<file path="src/rtl/ddr_mon_pkg.sv">
package ddr_mon_pkg;

   typedef enum logic [2:0] {
      CMD_MRS = 3'b000,
      CMD_REF = 3'b001,
      CMD_PRE = 3'b010,
      CMD_ACT = 3'b011,
      CMD_WR  = 3'b100,
      CMD_RD  = 3'b101,
      CMD_BST = 3'b110,
      CMD_NOP = 3'b111
   } ddr_cmd_e;

   // violation vector bit positions
   localparam int V_RCD  = 0;
   localparam int V_RP   = 1;
   localparam int V_RAS  = 2;
   localparam int V_RC   = 3;
   localparam int V_RRD  = 4;
   localparam int V_WPRE = 5;
   localparam int V_RPRE = 6;
   localparam int V_WRD  = 7;
   localparam int V_RWR  = 8;
   localparam int V_MRD  = 9;
   localparam int V_ILL  = 10;
   localparam int V_DAL  = 11;
   localparam int NVIOL  = 12;

   // per-bank timer slots
   localparam int BT_RCD  = 0;
   localparam int BT_RAS  = 1;
   localparam int BT_RC   = 2;
   localparam int BT_RP   = 3;
   localparam int BT_WPRE = 4;
   localparam int BT_RPRE = 5;
   localparam int BT_DAL  = 6;
   localparam int NBT     = 7;

   // shared timer slots
   localparam int GT_WRD = 0;
   localparam int GT_RWR = 1;
   localparam int GT_RRD = 2;
   localparam int GT_MRD = 3;
   localparam int NGT    = 4;

   function automatic int ceil_div(input int num, input int den);
      return (num + den - 1) / den;
   endfunction

endpackage

</file>
<file path="src/rtl/ddr_sat_timer.sv">
module ddr_sat_timer #(
   parameter int W = 6
) (
   input  logic         clk,
   input  logic         rst_n,
   input  logic         load,
   input  logic [W-1:0] val,
   output logic         busy
);

   logic [W-1:0] cnt;
   logic [W-1:0] dec;

   if (W < 2) begin : g_bad_w
      $error("ddr_sat_timer: W must be at least 2");
   end

   assign dec  = (cnt != '0) ? cnt - 1'b1 : '0;
   assign busy = (cnt != '0);

   always_ff @(posedge clk) begin
      if (!rst_n)
         cnt <= '0;
      else if (load)
         cnt <= (val > dec) ? val : dec;
      else
         cnt <= dec;
   end

   AST_TMR_FLOOR: assert property (@(posedge clk) disable iff (!rst_n)
      (!load && cnt == '0) |=> (cnt == '0));

   AST_TMR_STEP: assert property (@(posedge clk) disable iff (!rst_n)
      (!load && cnt != '0) |=> (cnt == $past(cnt) - 1'b1));

endmodule

</file>
<file path="src/rtl/ddr_bank_track.sv">
module ddr_bank_track
   import ddr_mon_pkg::*;
#(
   parameter int TMR_W = 6
) (
   input  logic                        clk,
   input  logic                        rst_n,
   input  logic                        sel,
   input  logic                        act_cmd,
   input  logic                        rd_cmd,
   input  logic                        wr_cmd,
   input  logic                        pre_cmd,
   input  logic                        a10,
   input  logic [NBT-1:0][TMR_W-1:0]   ld_val,
   input  logic [TMR_W-1:0]            rdap_val,
   output logic                        is_open,
   output logic [NBT-1:0]              busy
);

   logic open_q;
   logic do_act, do_rd, do_wr, do_pre;
   logic [NBT-1:0]            ld;
   logic [NBT-1:0][TMR_W-1:0] val;

   assign do_act = act_cmd && sel && !open_q;
   assign do_rd  = rd_cmd  && sel && open_q;
   assign do_wr  = wr_cmd  && sel && open_q;
   assign do_pre = pre_cmd && open_q && (a10 || sel);

   always_comb begin
      val = ld_val;
      if (do_rd && a10)
         val[BT_RP] = rdap_val;
      ld          = '0;
      ld[BT_RCD]  = do_act;
      ld[BT_RAS]  = do_act;
      ld[BT_RC]   = do_act;
      ld[BT_RP]   = do_pre || (do_rd && a10);
      ld[BT_WPRE] = do_wr;
      ld[BT_RPRE] = do_rd;
      ld[BT_DAL]  = do_wr && a10;
   end

   for (genvar t = 0; t < NBT; t++) begin : g_tmr
      ddr_sat_timer #(.W(TMR_W)) u_tmr (
         .clk  (clk),
         .rst_n(rst_n),
         .load (ld[t]),
         .val  (val[t]),
         .busy (busy[t])
      );
   end

   always_ff @(posedge clk) begin
      if (!rst_n)
         open_q <= 1'b0;
      else if (do_act)
         open_q <= 1'b1;
      else if (do_pre || ((do_rd || do_wr) && a10))
         open_q <= 1'b0;
   end

   assign is_open = open_q;

   AST_AP_CLOSES: assert property (@(posedge clk) disable iff (!rst_n)
      ((do_rd || do_wr) && a10) |=> !is_open);

   AST_PRE_CLOSES: assert property (@(posedge clk) disable iff (!rst_n)
      do_pre |=> !is_open);

   AST_ACT_OPENS: assert property (@(posedge clk) disable iff (!rst_n)
      do_act |=> is_open);

endmodule

</file>
<file path="src/rtl/ddr_cmd_timing_mon.sv">
module ddr_cmd_timing_mon
   import ddr_mon_pkg::*;
#(
   parameter int TCK_PS      = 7500,
   parameter int TRCD_PS     = 20000,
   parameter int TRP_PS      = 20000,
   parameter int TRAS_PS     = 45000,
   parameter int TRC_PS      = 67500,
   parameter int TRRD_PS     = 15000,
   parameter int TWR_PS      = 15000,
   parameter int MRD_CK      = 2,
   parameter int FAST_TCK_PS = 7500,
   parameter int BA_W        = 2,
   parameter int TMR_W       = 6
) (
   input  logic              clk,
   input  logic              rst_n,
   input  logic              cs_n,
   input  logic              ras_n,
   input  logic              cas_n,
   input  logic              we_n,
   input  logic [BA_W-1:0]   ba,
   input  logic              a10,
   input  logic              cfg_cl25,
   input  logic [1:0]        cfg_bl,
   output logic [NVIOL-1:0]  viol_o,
   output logic              err_o
);

   localparam int NBANK     = 1 << BA_W;
   localparam int C_RCD     = ceil_div(TRCD_PS, TCK_PS);
   localparam int C_RP      = ceil_div(TRP_PS, TCK_PS);
   localparam int C_RAS     = ceil_div(TRAS_PS, TCK_PS);
   localparam int C_RC      = ceil_div(TRC_PS, TCK_PS);
   localparam int C_RRD     = ceil_div(TRRD_PS, TCK_PS);
   localparam int C_WR      = ceil_div(TWR_PS, TCK_PS);
   localparam int C_DAL     = C_WR + C_RP;
   localparam int WPRE_BASE = (TCK_PS < FAST_TCK_PS) ? 4 : 3;
   localparam int TMR_MAX   = (1 << TMR_W) - 1;
   localparam int LD_PEAK   = 1 + 4 + C_DAL + C_RP + WPRE_BASE + C_RC;

   // elaboration-time parameter checks
   if (TCK_PS <= 0) begin : g_bad_tck
      $error("ddr_cmd_timing_mon: TCK_PS must be positive");
   end
   if (BA_W < 1 || BA_W > 3) begin : g_bad_ba
      $error("ddr_cmd_timing_mon: BA_W out of range");
   end
   if (LD_PEAK > TMR_MAX) begin : g_bad_tmr
      $error("ddr_cmd_timing_mon: TMR_W too narrow for the timing set");
   end
   if (MRD_CK < 1) begin : g_bad_mrd
      $error("ddr_cmd_timing_mon: MRD_CK must be at least 1");
   end

   function automatic logic [TMR_W-1:0] m1(input int x);
      return (x > 0) ? TMR_W'(x - 1) : '0;
   endfunction

   // ---------------- command decode ----------------
   ddr_cmd_e  cmd;
   logic      cmd_vld;
   logic      is_act, is_rd, is_wr, is_pre, is_mrs, is_real;

   assign cmd     = ddr_cmd_e'({ras_n, cas_n, we_n});
   assign cmd_vld = !cs_n;
   assign is_act  = cmd_vld && (cmd == CMD_ACT);
   assign is_rd   = cmd_vld && (cmd == CMD_RD);
   assign is_wr   = cmd_vld && (cmd == CMD_WR);
   assign is_pre  = cmd_vld && (cmd == CMD_PRE);
   assign is_mrs  = cmd_vld && (cmd == CMD_MRS);
   assign is_real = cmd_vld && (cmd != CMD_NOP);

   // ---------------- configuration-dependent limits ----------------
   logic [3:0]       bl_half;
   logic [2:0]       cl_half;
   logic [TMR_W-1:0] bl_w, cl_w;
   logic [TMR_W-1:0] wpre_ld, rpre_ld, rdap_ld, dal_ld, wrd_ld, rwr_ld;

   always_comb begin
      case (cfg_bl)
         2'b10:   bl_half = 4'd2;
         2'b11:   bl_half = 4'd4;
         default: bl_half = 4'd1;
      endcase
   end

   // CL 2.5 carried as half-cycle count 5, rounded up for turnaround
   assign cl_half = cfg_cl25 ? 3'd5 : 3'd4;
   assign bl_w    = TMR_W'(bl_half);
   assign cl_w    = TMR_W'((cl_half + 3'd1) >> 1);
   assign wpre_ld = TMR_W'(WPRE_BASE) + bl_w - 1'b1;
   assign rpre_ld = bl_w - 1'b1;
   assign rdap_ld = bl_w + TMR_W'(C_RP) - 1'b1;
   assign dal_ld  = bl_w + TMR_W'(C_DAL);
   assign wrd_ld  = bl_w + 1'b1;
   assign rwr_ld  = bl_w + cl_w - 1'b1;

   logic [NBT-1:0][TMR_W-1:0] bank_ld;

   always_comb begin
      bank_ld          = '0;
      bank_ld[BT_RCD]  = m1(C_RCD);
      bank_ld[BT_RAS]  = m1(C_RAS);
      bank_ld[BT_RC]   = m1(C_RC);
      bank_ld[BT_RP]   = m1(C_RP);
      bank_ld[BT_WPRE] = wpre_ld;
      bank_ld[BT_RPRE] = rpre_ld;
      bank_ld[BT_DAL]  = dal_ld;
   end

   // ---------------- bank trackers ----------------
   logic [NBANK-1:0]          open_b;
   logic [NBANK-1:0][NBT-1:0] busy_b;

   for (genvar b = 0; b < NBANK; b++) begin : g_bank
      ddr_bank_track #(.TMR_W(TMR_W)) u_bank (
         .clk     (clk),
         .rst_n   (rst_n),
         .sel     (ba == BA_W'(b)),
         .act_cmd (is_act),
         .rd_cmd  (is_rd),
         .wr_cmd  (is_wr),
         .pre_cmd (is_pre),
         .a10     (a10),
         .ld_val  (bank_ld),
         .rdap_val(rdap_ld),
         .is_open (open_b[b]),
         .busy    (busy_b[b])
      );
   end

   // ---------------- shared timers ----------------
   logic                      tgt_open;
   logic                      act_real;
   logic [NGT-1:0]            g_ld;
   logic [NGT-1:0][TMR_W-1:0] g_val;
   logic [NGT-1:0]            g_busy;
   logic [BA_W-1:0]           last_act_ba;

   assign tgt_open = open_b[ba];
   assign act_real = is_act && !tgt_open;

   always_comb begin
      g_ld          = '0;
      g_val         = '0;
      g_ld[GT_WRD]  = is_wr && tgt_open;
      g_val[GT_WRD] = wrd_ld;
      g_ld[GT_RWR]  = is_rd && tgt_open;
      g_val[GT_RWR] = rwr_ld;
      g_ld[GT_RRD]  = act_real;
      g_val[GT_RRD] = m1(C_RRD);
      g_ld[GT_MRD]  = is_mrs;
      g_val[GT_MRD] = m1(MRD_CK);
   end

   for (genvar g = 0; g < NGT; g++) begin : g_shared
      ddr_sat_timer #(.W(TMR_W)) u_tmr (
         .clk  (clk),
         .rst_n(rst_n),
         .load (g_ld[g]),
         .val  (g_val[g]),
         .busy (g_busy[g])
      );
   end

   always_ff @(posedge clk) begin
      if (!rst_n)
         last_act_ba <= '0;
      else if (act_real)
         last_act_ba <= ba;
   end

   // ---------------- rule evaluation ----------------
   logic [NVIOL-1:0] flags;

   always_comb begin
      logic pre_ras, pre_wpre, pre_rpre;
      pre_ras  = 1'b0;
      pre_wpre = 1'b0;
      pre_rpre = 1'b0;
      for (int b = 0; b < NBANK; b++) begin
         if (open_b[b] && (a10 || ba == BA_W'(b))) begin
            pre_ras  = pre_ras  | busy_b[b][BT_RAS];
            pre_wpre = pre_wpre | busy_b[b][BT_WPRE];
            pre_rpre = pre_rpre | busy_b[b][BT_RPRE];
         end
      end
      flags         = '0;
      flags[V_RCD]  = (is_rd || is_wr) && tgt_open && busy_b[ba][BT_RCD];
      flags[V_RP]   = is_act && busy_b[ba][BT_RP];
      flags[V_RAS]  = (is_act && busy_b[ba][BT_RAS]) || (is_pre && pre_ras);
      flags[V_RC]   = is_act && busy_b[ba][BT_RC];
      flags[V_RRD]  = is_act && g_busy[GT_RRD] && (ba != last_act_ba);
      flags[V_WPRE] = is_pre && pre_wpre;
      flags[V_RPRE] = is_pre && pre_rpre;
      flags[V_WRD]  = is_rd && g_busy[GT_WRD];
      flags[V_RWR]  = is_wr && g_busy[GT_RWR];
      flags[V_MRD]  = is_real && g_busy[GT_MRD];
      flags[V_ILL]  = ((is_rd || is_wr) && !tgt_open) || (is_act && tgt_open);
      flags[V_DAL]  = is_act && busy_b[ba][BT_DAL];
   end

   always_ff @(posedge clk) begin
      if (!rst_n) begin
         viol_o <= '0;
         err_o  <= 1'b0;
      end else begin
         viol_o <= flags;
         err_o  <= |flags;
      end
   end

   AST_DESELECT_QUIET: assert property (@(posedge clk) disable iff (!rst_n)
      cs_n |=> (viol_o == '0));

   AST_IDLE_COLUMN: assert property (@(posedge clk) disable iff (!rst_n)
      ((is_rd || is_wr) && !open_b[ba]) |=> viol_o[V_ILL]);

   AST_MRD_GAP: assert property (@(posedge clk) disable iff (!rst_n)
      (is_real && $past(is_mrs)) |=> viol_o[V_MRD]);

endmodule

</file>
<file path="config.mk">
export PLATFORM = sky130hd
export DESIGN_NAME = ddr_cmd_timing_mon
export DESIGN_NICKNAME = d
export VERILOG_FILES = /design/src/rtl/ddr_mon_pkg.sv /design/src/rtl/ddr_sat_timer.sv /design/src/rtl/ddr_bank_track.sv /design/src/rtl/ddr_cmd_timing_mon.sv
export SDC_FILE = /design/constraint.sdc
export NUM_CORES = 1
export LEC_CHECK = 0
export ABC_AREA = 1
export CAP_MARGIN = 20
export CORE_UTILIZATION = 59
export CTS_BUF_LIST = sky130_fd_sc_hd__clkbuf_8
export CTS_CLUSTER_DIAMETER = 40
export DETAILED_ROUTE_END_ITERATION = 8
export PLACE_DENSITY_LB_ADDON = 0.1
export SLEW_MARGIN = 20
export SYNTH_ARGS = -nofsm -noshare
export SYNTH_HDL_FRONTEND = slang
export SYNTH_SLANG_ARGS = --single-unit
</file>
<file path="constraint.sdc">
create_clock -name clk -period 3 [get_ports clk]
set_clock_uncertainty 0.1 [all_clocks]
set_input_delay 0.6 -clock clk [delete_from_list [all_inputs] [get_ports clk]]
set_output_delay 0.6 -clock clk [all_outputs]
set_load 0.01 [all_outputs]
</file>
==> results by group, run 1 <==
Timing
  • Slew HR: 45.65%
  • RSZ-0062 raised after global routing: no
  • Fin Hold WS: about 310 ps
  • Max Clk Rate: between 300 and 400 MHz
  • Fin crit period: around 2800 ps
  • Slew Limit Fails: 0
  • Final Hold Viols: 0
  • TNS Setup: 0 ps
  • Final Cycle Share: just over 90%
  • Slew @ Worst Pin: about 820 ps
  • Final setup fails: 0

Route
  • Via count: 13130
  • Routed wire length: about 32000 µm
  • Per-cell routed wire length: between 10 and 15 µm
  • Residual DRC: 0
  • Via density: 5.152
  • ANT nets after route: 0
  • Iter 0 DRT Violations: roughly 920
  • First-pass iteration count of the detailed router: 6

Clock tree
  • TritonCTS Sinks: ~210
  • Cts hold-fix bufs: 0
  • Worst-path clk slew: ~50 ps
  • Root Driver: clkbuf_8
  • Worst skew pair latency: ~540 ps
  • CTS tree: yes
  • CTS H-Tree Depth: 2
  • Clock Tree Buf Depth: 3
  • Num CTS Buffers: 41

Pwr
  • Clock network fraction of total power: 14.8%
  • Combinational power share: about three fifths
  • Psw: between 9 and 10 mW
  • Sequential fraction of design power: 24.1%
  • Internal power: roughly 10 mW
  • Leak: ~8 nW
  • Power Dens Cells: 1266 nW/µm²
  • Sw Share: 48.09%
  • VDD IR-drop max: approximately 0.68 mV

Global routing
  • First-pass GRT wire length: ~55000 µm
  • Initial antenna violation count: 0
  • Vias in the first global route: approximately 12000
  • Total Routing Usage GR: ~27%
  • Total gr overflow: 0
  • Largest net degree at the start of global routing: 70

Finish
  • Layout cells sized above 1: 8.501%
  • Design area: 15740 µm²
  • Layout area overhead: 13.49%
  • Fill cell count: around 2000
  • Final core utilization: between 60% and 70%
  • Nets: 2368
  • N_diodes: 0
  • Post-Layout Cell Count: 2548

Floorplanning
  • Core Footprint: about 23000 µm²
  • I/O pins: 25
  • Vert. Die Dim: between 150 and 200 µm
  • Row count: 55
  • Die W: between 150 and 200 µm
  • Initial Utilization: 60.71%
  • Die ar.: 24130 µm²

Critical path
  • Worst r2r dst: g_bank[3].u_bank.g_tmr[3].u_tmr.cnt[2]
  • Crit path to: g_bank[3].u_bank.g_tmr[3].u_tmr.cnt[2]
  • Crit start category: input port
  • Top cell by count, worst path: nand2_1
  • Crit path max-delay cell type: clkdlybuf4s50_1
  • Crit-path max FO: 7
  • Reg2Reg Depth: 15
  • Crit path kind: in2reg
  • Worst EP required: 3370 ps
  • Worst R2R Setup Slack: 360 ps
  • Critical-path cell list: clkdlybuf4s50_1 -> nor2_2 -> inv_1 -> ha_1 -> inv_2 -> nor2_1 -> ha_1 -> nand2_1 -> o21a_1 -> nor3_1 -> nand3_2 -> nand2_1 -> nand2_1 -> nor2_1
  • Crit path launch: cfg_bl[0]
  • CP Data Arrival Time: 3140 ps
  • Worst r2r src: g_bank[3].u_bank.g_tmr[3].u_tmr.cnt[0]
  • CP Capture Type: flop
  • Critical Path Max Stage Delay: about 570 ps

Synthesis
  • Cells after synthesis: about 2100
  • Ys Warns: 0
  • Async set-reset flop share out of synthesis: 0%
  • Largest cells by area after synthesis: dfxtp_1 30%, ha_1 14%, nor2_1 10%
  • Post-synth EDFFs: 0
  • Post-synth cell types: 52
  • Post-synth top cells: 372 x nor2_1, 368 x nand2_1, 350 x inv_1, 211 x dfxtp_1, 151 x ha_1
  • Most frequent cell after synthesis: nor2_1
  • Ys flop type: dfxtp_1
  • Area leader, netlist: dfxtp_1
  • Post-Syn Area: ~14000 µm²
  • Area share of the largest cell type after synthesis: roughly 30%
  • Sequential area share after synthesis: 30.45%
  • Syn_area_per_cell: 6.646 µm²
  • Yosys reg bits: about 210

Worst hold path
  • Hold crit path type: reg2reg

Placed design
  • Detailed placer's ending HPWL: 24150 µm
  • Dpl cells: approximately 2500
  • Routability cong.: just under 0.9
  • Placed Area: roughly 15000 µm²
  • I/O Buffers: 24

Status
  • Status: finished clean

Run
  • Maxcap violations: 0
sequential cells by signal (all words and copies together) (netlist names):
register,flops
viol_o,12
g_bank.u_bank.g_tmr.u_tmr.cnt,168
g_shared.u_tmr.cnt,24
g_bank.u_bank.is_open,4
err_o,1
last_act_ba,2
cell type report:
cell class	count	area (µm²)	share of cell area [%]
Multi-Input combinational cell	1502	8205	52.12
Sequential cell	211	4224	26.83
Inverter	365	1374	8.727
Timing Repair Buffer	84	698.2	4.435
Clock buffer	48	660.6	4.196
Tap cell	313	391.6	2.488
Clock inverter	25	188.9	1.200
cells by family (layout without fill, tap and decap cells):
family                     count (synthesis)  in the layout  share of synthesized area (%)
other                                      1             22                        0.02704
DFF                                      211            211                          30.45
and+or+nand+nor                         1057           1057                          33.70
xor gates and xnor gates                  15             15                         0.9472
adders and majority gates                151            151                          13.62
AOI/OAI and AO/OA                        257            257                          10.27
buffers and inverters                    395            522                          10.98
power by group through the flow:
stage / Sequential (mW) / Clock, mW / Combinational (mW)
6_report: 4.80 / 2.94 / 12.2
3_3_place_gp: 4.80 / 0 / 11.6
3_5_place_dp: 4.83 / 0 / 12.0
5_1_grt: 4.95 / 3.15 / 14.3
4_1_cts: 4.79 / 3.01 / 12.1
2_1_floorplan: 4.66 / 0 / 9.69
cell usage in the layout (no fill, tap or decap), drive strengths merged, types with 8 or more instances in the layout:
| master | instances |
|---|---|
| nand3 | 152 |
| o21a | 11 |
| dfxtp | 211 |
| clkbuf | 48 |
| nand2 | 375 |
| xor2 | 14 |
| o21bai | 8 |
| conb | 22 |
| a21oi | 118 |
| nor2 | 379 |
| inv | 379 |
| nand4 | 60 |
| o21ai | 91 |
| or2 | 23 |
| nand3b | 10 |
| buf | 61 |
| o211ai | 11 |
| ha | 151 |
| nor3 | 40 |
| clkdlybuf4s50 | 23 |
critical path, delay by kind of cell:
kind | cells | cell delay (ps)
AOI/OAI and AO/OA | 1 | 190
and+or+nand+nor | 8 | 960
buffers and inverters | 3 | 780
adders and majority gates | 2 | 600
layer usage:
metal	part of all wire (%)	up-vias	GRT usage (%)
met5	0	-	0
met2	45	264	45.89
met4	2.9	0	10.50
li1	-	6918	-
met1	47	5879	35.36
met3	4.7	66	4.290
repair_timing:
item / in CTS / in global routing
setup endpoints to repair: 0 / 1
resized for setup: 0 / 1
buffers inserted: 0 / 0
worst min path at each step:
stage | from | depth (start not counted) | endpoint | slack, ps
5_1_grt | g_bank[2].u_bank.g_tmr[2].u_tmr.cnt[0] | 1 | g_bank[2].u_bank.g_tmr[2].u_tmr.cnt[0] | 340
2_1_floorplan | g_bank[2].u_bank.g_tmr[2].u_tmr.cnt[0] | 1 | g_bank[2].u_bank.g_tmr[2].u_tmr.cnt[0] | 290
4_1_cts | g_bank[2].u_bank.g_tmr[2].u_tmr.cnt[0] | 1 | g_bank[2].u_bank.g_tmr[2].u_tmr.cnt[0] | 320
3_5_place_dp | g_bank[2].u_bank.g_tmr[2].u_tmr.cnt[0] | 1 | g_bank[2].u_bank.g_tmr[2].u_tmr.cnt[0] | 310
6_report | g_bank[2].u_bank.g_tmr[2].u_tmr.cnt[0] | 1 | g_bank[2].u_bank.g_tmr[2].u_tmr.cnt[0] | 310
3_3_place_gp | g_bank[2].u_bank.g_tmr[2].u_tmr.cnt[0] | 1 | g_bank[2].u_bank.g_tmr[2].u_tmr.cnt[0] | 300
stage by stage:
step | power, mW | setup WS (ps)
finish | 19.93 | 234.3
global route | 22.40 | 36.61
CTS | 19.89 | 226.5
detailed placement | 16.81 | -341.1
global placement | 16.36 | -198.3
floorplan | 14.35 | 22.27
No activity file was read; power rests on OpenSTA's default activity.
==> run 2: changes to the inputs <==
--- a/config.mk
+++ b/config.mk
@@ -7,8 +7,7 @@
 export LEC_CHECK = 0
 export ABC_AREA = 1
 export CAP_MARGIN = 20
-export CORE_UTILIZATION = 59
-export CTS_BUF_LIST = sky130_fd_sc_hd__clkbuf_8
+export CORE_UTILIZATION = 58
 export CTS_CLUSTER_DIAMETER = 40
 export DETAILED_ROUTE_END_ITERATION = 8
 export PLACE_DENSITY_LB_ADDON = 0.1
==> run 2 against run 1 <==
  * Register-to-register slack lost 20 ps
  * Flip-flop and latch count is the same
  * Final area grew 3.2%
  * Combinational power is essentially flat
==> results by group, run 2 (same netlist as run 1, synthesis figures left out) <==
Pwr
  • Combinational power share: between 50% and 60%
  • VDD IR-drop max: roughly 0.67 mV
  • Sw Share: between 40% and 50%
  • Pwr Total: between 20 and 25 mW
  • Psw: 9.875 mW
  • Sequential fraction of design power: around 23%
  • Internal power: 11.44 mW
  • Leak: 8.333 nW
  • Clock network fraction of total power: between 10% and 20%
  • Power Dens Cells: 1313 nW/µm²

Route
  • ANT nets after route: 0
  • Via count: 13290
  • Iter 0 DRT Violations: slightly below 800
  • Per-cell routed wire length: ~13 µm
  • Via density: between 5 and 6
  • Routed wire length: 32950 µm
  • Residual DRC: 0
  • First-pass iteration count of the detailed router: 5

Global routing
  • Vias in the first global route: roughly 13000
  • First-pass GRT wire length: 54930 µm
  • Total gr overflow: 0
  • Total Routing Usage GR: ~27%
  • Largest net degree at the start of global routing: 70
  • Initial antenna violation count: 0

Clock tree
  • TritonCTS Sinks: 211
  • CTS tree: yes
  • Num CTS Buffers: 37
  • Cts hold-fix bufs: 0
  • Setup bufs post-CTS: 0
  • Worst-path clk slew: 50 ps
  • Clock Tree Buf Depth: 3
  • Root Driver: clkbuf_16
  • CTS H-Tree Depth: 2
  • # resized after CTS: 0
  • Worst skew pair latency: 520 ps

Finish
  • Fill cell count: 2032
  • N_diodes: 0
  • Storage cell area: 4224 µm²
  • Largest registers: g_bank.u_bank.g_tmr.u_tmr.cnt x168, g_shared.u_tmr.cnt x24, viol_o x12
  • Area of the multi-input gates: 8205 µm²
  • Nets: 2369
  • Most frequent cells in the layout: 371 x nor2_1, 368 x nand2_1, 349 x inv_1
  • Commonest non-fill, non-tap cell in the layout: nor2_1
  • Layout cells sized above 1: 8.863%
  • Layout area overhead: 17.08%
  • Biggest register: g_bank.u_bank.g_tmr.u_tmr.cnt
  • Largest register FFs: 168

Placed design
  • Detailed placer's ending HPWL: 24270 µm
  • I/O Buffers: 24
  • Place WS: -294.5 ps
  • Routability cong.: 0.8814

Critical path
  • Critical Path Max Stage Delay: around 580 ps
  • Crit path max-delay cell type: clkdlybuf4s50_1
  • Crit path kind: in2reg
  • Critical-path cell list: clkdlybuf4s50_1 -> nor2_2 -> inv_1 -> ha_1 -> inv_1 -> nor2_1 -> ha_1 -> nand2_1 -> o21ai_0 -> buf_4 -> nand4_4 -> nand2_1 -> nand2_1 -> nor2_1
  • Crit start category: input port
  • Worst r2r src: g_bank[3].u_bank.g_tmr[3].u_tmr.cnt[0]
  • Reg2Reg Depth: 15
  • Worst EP required: about 3400 ps
  • CP Data Arrival Time: roughly 3200 ps
  • Top cell by count, worst path: nand2_1
  • Worst r2r dst: g_bank[3].u_bank.g_tmr[3].u_tmr.cnt[1]
  • Crit-path max FO: 7
  • CP Capture Type: flop
  • Worst R2R Setup Slack: approximately 340 ps
  • Crit path to: g_bank[1].u_bank.g_tmr[3].u_tmr.cnt[0]
  • Crit path launch: cfg_bl[0]

Run
  • Maxcap violations: 0

Timing
  • Max Clk Rate: ~350 MHz
  • Fin Hold WS: approximately 310 ps
  • RSZ-0062 raised after global routing: no
  • Final Cycle Share: ~96%
  • Final worst slack: 126.8 ps
  • Fin crit period: 2873 ps
  • Slew Limit Fails: 0
  • Slew @ Worst Pin: 873.0 ps
  • Slew HR: between 40% and 50%
  • Final Hold Viols: 0
  • TNS Setup: 0 ps
  • Final setup fails: 0

Floorplanning
  • Initial Utilization: between 50% and 60%
  • Die W: 156.6 µm
  • Vert. Die Dim: between 150 and 200 µm
  • Die ar.: 24540 µm²
  • Row count: 56
  • I/O pins: 25
  • Core Footprint: ~23000 µm²

Worst hold path
  • Hold path start: g_bank[2].u_bank.g_tmr[2].u_tmr.cnt[0]
  • Hold crit path type: reg2reg

Status
  • Status: finished clean
## run 2: changes by cell type in the layout (fill, tap and decap cells not counted), moves of 3 or more
cell       delta
buf_4         +3
clkbuf_8     -39
inv_1        -14
clkinv_4      +5
clkbuf_1      +5
clkbuf_16    +39
## run 2: area by class of cell
| class | count | share of cell area, % |
|---|---|---|
| multi-input combinational | 1502 | 50.53 |
| clock inverter | 14 | 0.9708 |
| inverter | 365 | 8.460 |
| timing repair buffer | 89 | 4.684 |
| clock buffer | 53 | 6.888 |
| sequential | 211 | 26.01 |
| tap | 319 | 2.458 |
## run 2: per-stage QoR
step / std cells / util [%] / cell area (µm²)
2_1_floorplan: 2108 / - / 13950
3_5_place_dp: 2486 / 63.75 / 14960
5_1_grt: 2553 / 69.18 / 16240
3_3_place_gp: 2486 / 63.75 / 14960
6_report: 2553 / 69.18 / 16240
4_1_cts: 2553 / 69.18 / 16240
## run 2: how the worst min path moves through the flow
stage / endpoint / slack (ps) / depth (start not counted)
after floorplan: g_bank[2].u_bank.g_tmr[2].u_tmr.cnt[0] / 290 / 1
after global placement: g_bank[2].u_bank.g_tmr[2].u_tmr.cnt[0] / 300 / 1
after detailed placement: g_bank[2].u_bank.g_tmr[2].u_tmr.cnt[0] / 300 / 1
after CTS: g_bank[2].u_bank.g_tmr[2].u_tmr.cnt[0] / 310 / 1
after global routing: g_bank[2].u_bank.g_tmr[2].u_tmr.cnt[0] / 340 / 1
final: g_bank[2].u_bank.g_tmr[2].u_tmr.cnt[0] / 310 / 1
## run 2: power groups by stage
stage	Combinational [mW]	Clock, mW	Sequential (mW)
final	12.3	4.24	4.80
after global routing	14.3	4.43	4.95
after CTS	12.2	4.29	4.79
after detailed placement	12.1	0	4.82
after global placement	11.6	0	4.80
after floorplan	9.69	0	4.66
## run 2: routing by layer
layer | vias up | GRT usage (%) | wire length, µm
li1 | 6921 | - | -
met2 | 301 | 48.32 | 15610
met3 | 62 | 4.292 | 1592
met1 | 6001 | 33.59 | 14950
met4 | 0 | 9.944 | 807
met5 | - | 0 | 0
## run 2: critical path: cells and delay by family
family,cells,cell delay [ps]
fa+ha+maj,2,600
compound gates,1,240
buf+inv,4,1010
simple gates,7,760
